--- src/rtl/ptw_pkg.sv ---
package ptw_pkg;

    localparam int VA_W_DEF       = 32;
    localparam int OFF_W_DEF      = 10;
    localparam int INNER_W_DEF    = 10;
    localparam int PTE_BYTES_LOG2 = 2;

    typedef enum logic [2:0] {
        ST_IDLE,
        ST_RD_OUTER,
        ST_WT_OUTER,
        ST_RD_INNER,
        ST_WT_INNER,
        ST_DONE,
        ST_FAULT
    } walk_state_e;

    typedef enum logic [1:0] {
        FLT_NONE  = 2'd0,
        FLT_RANGE = 2'd1,
        FLT_OUTER = 2'd2,
        FLT_INNER = 2'd3
    } fault_e;

    // Map a returned entry's valid bit to a fault code for the level it came from.
    function automatic fault_e classify_rsp(input logic is_outer, input logic present);
        if (present)
            return FLT_NONE;
        return is_outer ? FLT_OUTER : FLT_INNER;
    endfunction

endpackage

--- src/rtl/ptw_addr_gen.sv ---
module ptw_addr_gen
    import ptw_pkg::*;
#(
    parameter int VA_W    = VA_W_DEF,
    parameter int OFF_W   = OFF_W_DEF,
    parameter int INNER_W = INNER_W_DEF
) (
    input  logic [VA_W-1:0]       va_q,
    input  logic [VA_W-1:0]       base_q,
    input  logic [VA_W-OFF_W-1:0] ptr_q,
    input  logic                  sel_inner,
    output logic [OFF_W-1:0]      offset,
    output logic [VA_W-1:0]       rd_addr
);
    localparam int OUTER_W = VA_W - OFF_W - INNER_W;

    typedef struct packed {
        logic [OUTER_W-1:0] outer;
        logic [INNER_W-1:0] inner;
        logic [OFF_W-1:0]   off;
    } va_fields_t;

    va_fields_t      f;
    logic [VA_W-1:0] outer_addr;
    logic [VA_W-1:0] inner_addr;

    assign f = va_fields_t'(va_q);

    assign outer_addr = base_q
                      + ({{(VA_W-OUTER_W){1'b0}}, f.outer} << PTE_BYTES_LOG2);
    assign inner_addr = {ptr_q, {OFF_W{1'b0}}}
                      + ({{(VA_W-INNER_W){1'b0}}, f.inner} << PTE_BYTES_LOG2);

    assign rd_addr = sel_inner ? inner_addr : outer_addr;
    assign offset  = f.off;

endmodule

--- src/rtl/ptw_ctrl.sv ---
module ptw_ctrl
    import ptw_pkg::*;
(
    input  logic        clk,
    input  logic        rst,
    input  logic        req_fire,
    input  logic        range_bad,
    input  logic        mem_req_ready,
    input  logic        mem_rsp_valid,
    input  logic        rsp_present,
    input  logic        res_fire,
    output walk_state_e state_q,
    output logic        mem_req_valid,
    output logic        sel_inner,
    output logic        ptr_load,
    output logic        res_set,
    output fault_e      res_cause_set,
    output logic        idle
);
    walk_state_e state_d;

    always_ff @(posedge clk) begin
        if (rst)
            state_q <= ST_IDLE;
        else
            state_q <= state_d;
    end

    always_comb begin
        state_d       = state_q;
        mem_req_valid = 1'b0;
        sel_inner     = 1'b0;
        ptr_load      = 1'b0;
        res_set       = 1'b0;
        res_cause_set = FLT_NONE;
        unique case (state_q)
            ST_IDLE: begin
                if (req_fire) begin
                    if (range_bad) begin
                        res_set       = 1'b1;
                        res_cause_set = FLT_RANGE;
                        state_d       = ST_FAULT;
                    end else begin
                        state_d = ST_RD_OUTER;
                    end
                end
            end
            ST_RD_OUTER: begin
                mem_req_valid = 1'b1;
                if (mem_req_ready)
                    state_d = ST_WT_OUTER;
            end
            ST_WT_OUTER: begin
                if (mem_rsp_valid) begin
                    if (rsp_present) begin
                        ptr_load = 1'b1;
                        state_d  = ST_RD_INNER;
                    end else begin
                        res_set       = 1'b1;
                        res_cause_set = classify_rsp(1'b1, 1'b0);
                        state_d       = ST_FAULT;
                    end
                end
            end
            ST_RD_INNER: begin
                mem_req_valid = 1'b1;
                sel_inner     = 1'b1;
                if (mem_req_ready)
                    state_d = ST_WT_INNER;
            end
            ST_WT_INNER: begin
                if (mem_rsp_valid) begin
                    res_set       = 1'b1;
                    res_cause_set = classify_rsp(1'b0, rsp_present);
                    state_d       = rsp_present ? ST_DONE : ST_FAULT;
                end
            end
            ST_DONE, ST_FAULT: begin
                if (res_fire)
                    state_d = ST_IDLE;
            end
            default: state_d = ST_IDLE;
        endcase
    end

    assign idle = (state_q == ST_IDLE);

    AST_REQ_HOLD: assert property (@(posedge clk) disable iff (rst)
        (mem_req_valid && !mem_req_ready) |=> (mem_req_valid && sel_inner == $past(sel_inner)));

    AST_ONE_WALK: assert property (@(posedge clk) disable iff (rst)
        req_fire |=> !idle);

endmodule

--- src/rtl/ptw_result.sv ---
module ptw_result
    import ptw_pkg::*;
#(
    parameter int PA_W = VA_W_DEF
) (
    input  logic            clk,
    input  logic            rst,
    input  logic            set,
    input  fault_e          set_cause,
    input  logic [PA_W-1:0] set_paddr,
    input  logic            ready,
    output logic            valid,
    output logic [PA_W-1:0] paddr,
    output fault_e          cause
);
    always_ff @(posedge clk) begin
        if (rst) begin
            valid <= 1'b0;
            paddr <= '0;
            cause <= FLT_NONE;
        end else if (set) begin
            valid <= 1'b1;
            paddr <= set_paddr;
            cause <= set_cause;
        end else if (valid && ready) begin
            valid <= 1'b0;
        end
    end

    AST_RES_HOLD: assert property (@(posedge clk) disable iff (rst)
        (valid && !ready) |=> (valid && $stable(paddr) && $stable(cause)));

endmodule

--- src/rtl/pt_walker.sv ---
module pt_walker
    import ptw_pkg::*;
#(
    parameter int VA_W    = VA_W_DEF,
    parameter int OFF_W   = OFF_W_DEF,
    parameter int INNER_W = INNER_W_DEF
) (
    input  logic                           clk,
    input  logic                           rst,
    input  logic                           req_valid,
    output logic                           req_ready,
    input  logic [VA_W-1:0]                req_vaddr,
    input  logic [VA_W-1:0]                cfg_base,
    input  logic [VA_W-OFF_W-INNER_W:0]    cfg_len,
    output logic                           mem_req_valid,
    input  logic                           mem_req_ready,
    output logic [VA_W-1:0]                mem_req_addr,
    input  logic                           mem_rsp_valid,
    input  logic [VA_W-1:0]                mem_rsp_data,
    output logic                           res_valid,
    input  logic                           res_ready,
    output logic [VA_W-1:0]                res_paddr,
    output logic                           res_fault,
    output logic [1:0]                     res_cause,
    output logic                           busy
);
    localparam int OUTER_W = VA_W - OFF_W - INNER_W;
    localparam int PTR_W   = VA_W - OFF_W;

    logic [VA_W-1:0]  va_q;
    logic [VA_W-1:0]  base_q;
    logic [PTR_W-1:0] ptr_q;
    logic [OFF_W-1:0] offset;
    logic [OUTER_W:0] req_outer_ext;
    logic             range_bad;
    logic             req_fire;
    logic             res_fire;
    logic             idle;
    logic             sel_inner;
    logic             ptr_load;
    logic             res_set;
    fault_e           res_cause_set;
    fault_e           cause_q;
    walk_state_e      walk_state;
    logic [VA_W-1:0]  set_paddr;
    logic             unused_entry_bits;

    assign req_outer_ext = {1'b0, req_vaddr[VA_W-1 -: OUTER_W]};
    assign range_bad     = (req_outer_ext >= cfg_len);
    assign req_fire      = req_valid && idle;
    assign res_fire      = res_valid && res_ready;
    assign req_ready     = idle;
    assign busy          = !idle;

    always_ff @(posedge clk) begin
        if (rst) begin
            va_q   <= '0;
            base_q <= '0;
            ptr_q  <= '0;
        end else begin
            if (req_fire) begin
                va_q   <= req_vaddr;
                base_q <= cfg_base;
            end
            if (ptr_load)
                ptr_q <= mem_rsp_data[VA_W-1:OFF_W];
        end
    end

    ptw_addr_gen #(
        .VA_W    (VA_W),
        .OFF_W   (OFF_W),
        .INNER_W (INNER_W)
    ) u_addr (
        .va_q      (va_q),
        .base_q    (base_q),
        .ptr_q     (ptr_q),
        .sel_inner (sel_inner),
        .offset    (offset),
        .rd_addr   (mem_req_addr)
    );

    ptw_ctrl u_ctrl (
        .clk           (clk),
        .rst           (rst),
        .req_fire      (req_fire),
        .range_bad     (range_bad),
        .mem_req_ready (mem_req_ready),
        .mem_rsp_valid (mem_rsp_valid),
        .rsp_present   (mem_rsp_data[0]),
        .res_fire      (res_fire),
        .state_q       (walk_state),
        .mem_req_valid (mem_req_valid),
        .sel_inner     (sel_inner),
        .ptr_load      (ptr_load),
        .res_set       (res_set),
        .res_cause_set (res_cause_set),
        .idle          (idle)
    );

    assign set_paddr = (res_cause_set == FLT_NONE)
                     ? {mem_rsp_data[VA_W-1:OFF_W], offset}
                     : '0;

    ptw_result #(
        .PA_W (VA_W)
    ) u_result (
        .clk       (clk),
        .rst       (rst),
        .set       (res_set),
        .set_cause (res_cause_set),
        .set_paddr (set_paddr),
        .ready     (res_ready),
        .valid     (res_valid),
        .paddr     (res_paddr),
        .cause     (cause_q)
    );

    assign res_cause = cause_q;
    assign res_fault = (cause_q != FLT_NONE);

    assign unused_entry_bits = ^mem_rsp_data[OFF_W-1:1];

    AST_RANGE_FAST: assert property (@(posedge clk) disable iff (rst)
        (req_valid && req_ready && ({1'b0, req_vaddr[VA_W-1 -: OUTER_W]} >= cfg_len))
        |=> (res_valid && res_fault && res_cause == 2'd1));

    AST_OUTER_FAULT: assert property (@(posedge clk) disable iff (rst)
        (walk_state == ST_WT_OUTER && mem_rsp_valid && !mem_rsp_data[0])
        |=> (res_valid && res_cause == 2'd2 && !mem_req_valid));

    AST_ADDR_HOLD: assert property (@(posedge clk) disable iff (rst)
        (mem_req_valid && !mem_req_ready) |=> $stable(mem_req_addr));

endmodule

--- config.mk ---
export PLATFORM = sky130hd
export DESIGN_NAME = pt_walker
export DESIGN_NICKNAME = d
export VERILOG_FILES = /design/src/rtl/ptw_pkg.sv /design/src/rtl/ptw_addr_gen.sv /design/src/rtl/ptw_ctrl.sv /design/src/rtl/ptw_result.sv /design/src/rtl/pt_walker.sv
export SDC_FILE = /design/constraint.sdc
export NUM_CORES = 1
export LEC_CHECK = 0
export BUFFER_PORTS_ARGS = -buffer_cell sky130_fd_sc_hd__buf_2
export CAP_MARGIN = 10
export CORE_AREA = 2 2 151 153
export DETAILED_ROUTE_END_ITERATION = 16
export DIE_AREA = 0 0 153 155
export PLACE_DENSITY_LB_ADDON = 0.25
export SLEW_MARGIN = 20
export SYNTH_ARGS = -nofsm -noshare
export SYNTH_HDL_FRONTEND = slang
export SYNTH_SLANG_ARGS = --single-unit
--- constraint.sdc ---
create_clock -name clk -period 2.8 [get_ports clk]
set_input_delay 0.28 -clock clk [delete_from_list [all_inputs] [get_ports clk]]
set_output_delay 0.28 -clock clk [all_outputs]
set_load 0.01 [all_outputs]
# ---- Word level (Yosys, flattened, before mapping)
# Cells that the tools add are included.
dict set report word_totals {
  register_bits 124
  inputBits 115
  output_inout_bits 71
  word_cells 67
}
dict set report op_classes {
  addsub 2
  magnitude_cmp 1
  eq_ne 12
  mux 35
  n_reduce_logical 10
}
# operator n
set ops {}
lappend ops {{two-way mux 32 bit} 2}
lappend ops {{adder 32 x 12 -> 32 bit} 1}
lappend ops {{adder 32 x 14 -> 32 bit} 1}
lappend ops {{two-way mux 3 bit} 8}
lappend ops {{case mux 3 bit (6 select lines)} 1}
lappend ops {{two-way mux 1 bit} 15}
lappend ops {{two-way mux 2 bit} 7}
lappend ops {{>= comparator 12 x 13 -> 1 bit} 1}
lappend ops {{inequality test 2 bit (second input constant)} 6}
lappend ops {{== test 3 bit (second input constant)} 3}
lappend ops {{== test 3 x 2 -> 1 bit (second input constant)} 2}
lappend ops {{case mux 2 bit (3 select lines)} 1}
lappend ops {{AND reduction 6 bit} 1}
lappend ops {{nonzero test 2 bit} 2}
lappend ops {{OR reduction 2 bit} 2}
lappend ops {{== test 3 x 1 -> 1 bit (second input constant)} 1}
lappend ops {{zero test 3 bit} 1}
lappend ops {{case mux 1 bit (3 select lines)} 1}
lappend ops {{logical AND 1 bit} 2}
lappend ops {{zero test 2 bit} 1}
lappend ops {{zero test 1 bit} 1}

# ---- Logic depth before layout (Yosys ltp)
dict set report depth {
  depth_word 8
  depth_mapped 9
  ltp_nobuf 8
}

# ---- Cells and area by module
# From an unflattened synthesis, not the netlist that was laid out.
dict set report unflattened {
  hier_cells 856
  hier_area_um2 7025.5
}
# mod instances cells_per_inst area_per_inst_um2 seq_area_each_um2
set by_module_without_submodules {}
lappend by_module_without_submodules {pt_walker 1 433 3577.2 1721.7}
lappend by_module_without_submodules {ptw_addr_gen 1 256 1764.2 0.0}
lappend by_module_without_submodules {ptw_result 1 114 1272.5 700.7}
lappend by_module_without_submodules {ptw_ctrl 1 53 411.6 60.1}

# ---- Least setup slack after synthesis
# Ideal clock, no wire load.
dict set report synth_path {
  path_kind {register to output}
  from {register base_q[2]}
  to {output port mem_req_addr[22]}
  arrival_ps 2031
  required_ps 2520
  slack_ps 489
  stages_incl_launch_ff 9
  path_buffers 0
  path_cell_list {dfxtp_1 ha_1 fa_1 a21o_2 a31o_4 nand4_2 a21oi_1 xnor2_1 o21ai_0}
}
dict set report synth_via {
  elab_chain_len 2
}
# item line
set synth_lines {}
lappend synth_lines {{from (decl)} pt_walker.sv:31} ;# logic [VA_W-1:0] base_q;
lappend synth_lines {{from (signal assigned)} pt_walker.sv:63} ;# base_q <= cfg_base;
lappend synth_lines {{adder 32 x 14 -> 32 bit} ptw_addr_gen.sv:30} ;# + ({{(VA_W-OUTER_W){1'b0}}, f.outer} << PTE_BYTES_LOG2);
lappend synth_lines {{two-way mux 32 bit} ptw_addr_gen.sv:34} ;# assign rd_addr = sel_inner ? inner_addr : outer_addr;
lappend synth_lines {{to (decl)} pt_walker.sv:17} ;# output logic [VA_W-1:0] mem_req_addr,
# No other way between the ends.

# ---- Final worst setup path
dict set report layout_path {
  from {register base_q[2]}
  to {output port mem_req_addr[18]}
}
# The elaborated chain is that of the path after synthesis.

==> results.py <==
metrics = {
    "die": {
        "die_w_um": 153,
        "design.core.area_um2": 22200,
        "die-height_um": 155,
        "start_util_pct": 29.3,
        "pin_count": 186,
        "rows": 55,
        "die_area_um2": 23700,
    },
    "worst_setup_path": {
        "rr_endpoint": "va_q[28]",
        "critPathArrivalTime_ns": 2.52,
        "cp.required_ns": 2.52,
        "crit_path_start_kind": "register",
        "r2r_cells": 5,
        "cp_max_fo": 5,
        "endpoint_kind": "primary output",
        "rr_startpoint": "u_ctrl.state_q[0]",
        "path_class": "register to primary output",
        "rrSetupSlack_ns": 0.75,
    },
    "timing": {
        "fin_crit_sh_pct": 100,
        "slew_violations": 0,
        "tns_ns": -0.00239,
        "worst_pin_slew_ns": 0.679,
        "fin_worst_skew_ns": 0.00871,
        "finalSetupViolations": 1,
        "fmax_ghz": 0.357,
        "hold_violations": 0,
        "relSlewSlack_pct": 54.7,
        "period_needed_ns": 2.80,
        "hold_ws_ns": 0.0913,
        "rsz0062_at_grt": "yes",
        "layout_setup_ws_ns": -0.00239,
    },
    "hold_path": {
        "whs_path_depth": 3,
        "min_from": "req_vaddr[18]",
        "whs_endpoint": "va_q[18]",
        "hold_class": "input port to register",
    },
    "pwr": {
        "power_mw": 6.85,
        "power.leakage_nw": 3.52,
        "power_density_nw_per_um2": 785,
        "vdd_drop_max_mv": 0.361,
    },
    "status": {
        "violations": "setup timing",
        "outcome": "finished, violations left",
    },
    "global_route": {
        "use_met1_pct": 22.8,
        "grt.total_usage_pct": 16.6,
        "grt_max_degree": 60,
        "use_met3_pct": 4.29,
        "overflow": 0,
        "grt_busiest_layer": "met2",
        "first_global_vias": 5922,
        "antenna_found_initial": 1,
        "grt_use_met2_pct": 25.6,
        "grt_pass1_wl_um": 31800,
    },
    "cells_and_area": {
        "finalNetCount": 1176,
        "synthToLayoutAreaGrowth_pct": 33.8,
        "final_cell_area_um2": 8730,
        "seqCellArea_um2": 2500,
        "layoutNonFillerInstCount": 1332,
        "fillCellCount": 2353,
        "utilization_pct": 39.3,
        "multiInputGateArea_um2": 4090,
        "drive_gt1_share_pct": 30.5,
    },
    "yosys": {
        "synthArstFlopShare_pct": 0,
        "ys_types": 60,
        "synth-edff-count": 0,
        "synthCells": 863,
        "ys.warnings.count": 0,
        "ys_top_cells_by_count": "nand2_1 (240), a21oi_1 (150), dfxtp_1 (124)",
        "synth.most_common_cell": "nand2_1",
        "ys.flop_type": "dfxtp_1",
        "synth.cell_area_um2": 6520,
        "yosysSeqAreaShare_pct": 38.1,
        "synth_nets": 1006,
        "ys_seq_elements": 124,
        "yosys.area.top_type_share_pct": 38.1,
        "synth.largest_area_cell": "dfxtp_1",
        "synth_area_leaders": "dfxtp_1 (38%), nand2_1 (14%), a21oi_1 (12%)",
        "syn_area_per_cell_um2": 7.56,
    },
    "clock_tree": {
        "cts_tree": "done",
        "clock_sinks": 124,
        "clk_pin_slew_ns": 0.06,
        "root_buffer": "clkbuf_16",
        "cts_inserted_buffers": 17,
        "ctsLongestPathBuffers": 2,
        "insertion_delay_ns": 0.42,
        "htree_num_levels": 4,
    },
    "drt": {
        "drcViolationCount": 0,
        "wirelength_um": 20100,
        "drt-wirelength-per-cell_um": 15.1,
        "vias": 6411,
        "viasPerCell": 4.81,
        "dr.pass1.iters": 5,
        "ant_nets": 0,
        "drt_iter0_drc": 408,
    },
    "placement": {
        "placed_cell_area_um2": 7630,
        "pre_cts_slack_ns": 0.168,
        "hpwl_um": 14000,
        "gp_congestion": 0.831,
        "dp_cells": 1288,
        "io_buffers": 176,
    },
    "flow_run": {
        "maxCapViolations": 0,
    },
}
-- metal layers --
layer,up-vias,share of wire (%)
li1,3276,-
met2,178,45
met3,21,5.8
met1,2936,48
met4,0,1.6
met5,-,0
-- sequential cells by signal (all words and copies together), names as in the netlist --
signal / count
base_q: 32
ptr_q: 22
u_ctrl.state_q: 3
u_result.cause: 2
u_result.paddr: 32
u_result.valid: 1
va_q: 32
-- layout by cell type (no fill, tap or decap), types with 4 or more instances in the layout --
cell and instances:
a211oi_2 5, a21o_1 4, a21oi_1 139, a21oi_2 12
a31oi_1 5, and2_1 7, and3_1 7, buf_2 175
buf_4 25, bufinv_16 4, clkbuf_16 17, clkinv_4 4
dfxtp_1 111, dfxtp_2 13, ha_1 13, ha_4 11
inv_1 22, mux2i_1 8, nand2_1 237, nand2_2 4
nand2b_1 6, nand3_1 43, nand4_1 5, nor2_1 28
nor2b_1 5, nor3_1 5, o21ai_0 10, o21ai_1 6
o21ai_2 4, o311ai_2 4, xnor2_1 29, xor2_1 17
-- timing repair --
item / 4_1_cts / 5_1_grt
pin swaps: 16 / 27
setup buffers: 2 / 7
hold buffers: 0 / 0
resized for setup: 35 / 46
gates cloned: 2 / 0
endpoints found under the setup margin: 22 / 28
-- where the power goes --
| part | switching (mW) | internal, mW | total [mW] |
|---|---|---|---|
| combinational | 1.31 | 0.863 | 2.17 |
| clock | 0.859 | 1.52 | 2.37 |
| sequential | 0.261 | 2.04 | 2.30 |
-- worst max-delay path, stage by stage, from the launching register on --
cell	delay, ns
dfxtp_2	0.33
ha_4	0.17
fa_2	0.36
a21o_4	0.23
a31o_4	0.27
nand4_4	0.15
a21oi_2	0.08
xnor2_1	0.13
o21ai_1	0.20
buf_2	0.17
-- logic make-up after synthesis --
family / share of synthesized area (%)
AOI/OAI and AO/OA: 19.3
xor gates and xnor gates: 6.18
adders and majority gates: 5.60
buffers and inverters: 5.06
DFF: 38.1
muxes: 1.23
and+or+nand+nor: 24.6
-- cell type report --
cell class                      instances  area share (%)
Multi-Input combinational cell        667            46.8
Sequential cell                       124            28.6
Timing Repair Buffer                  200            12.2
Clock buffer                           18            5.03
Tap cell                              285            4.09
Clock inverter                         14            2.22
Inverter                               23           0.989
Antenna cell                            1          0.0287
-- worst max path at each step --
stage / to / startpoint / slack, ns
floorplan: mem_req_addr[22] / base_q[2] / 0.49
global placement: mem_req_addr[16] / base_q[2] / 0.17
detailed placement: mem_req_addr[16] / base_q[2] / 0.17
CTS: mem_req_addr[10] / base_q[2] / -0.02
global route: mem_req_addr[25] / base_q[3] / -0.13
finish: mem_req_addr[18] / base_q[2] / -0.002
(Power assumes the default switching activity.)
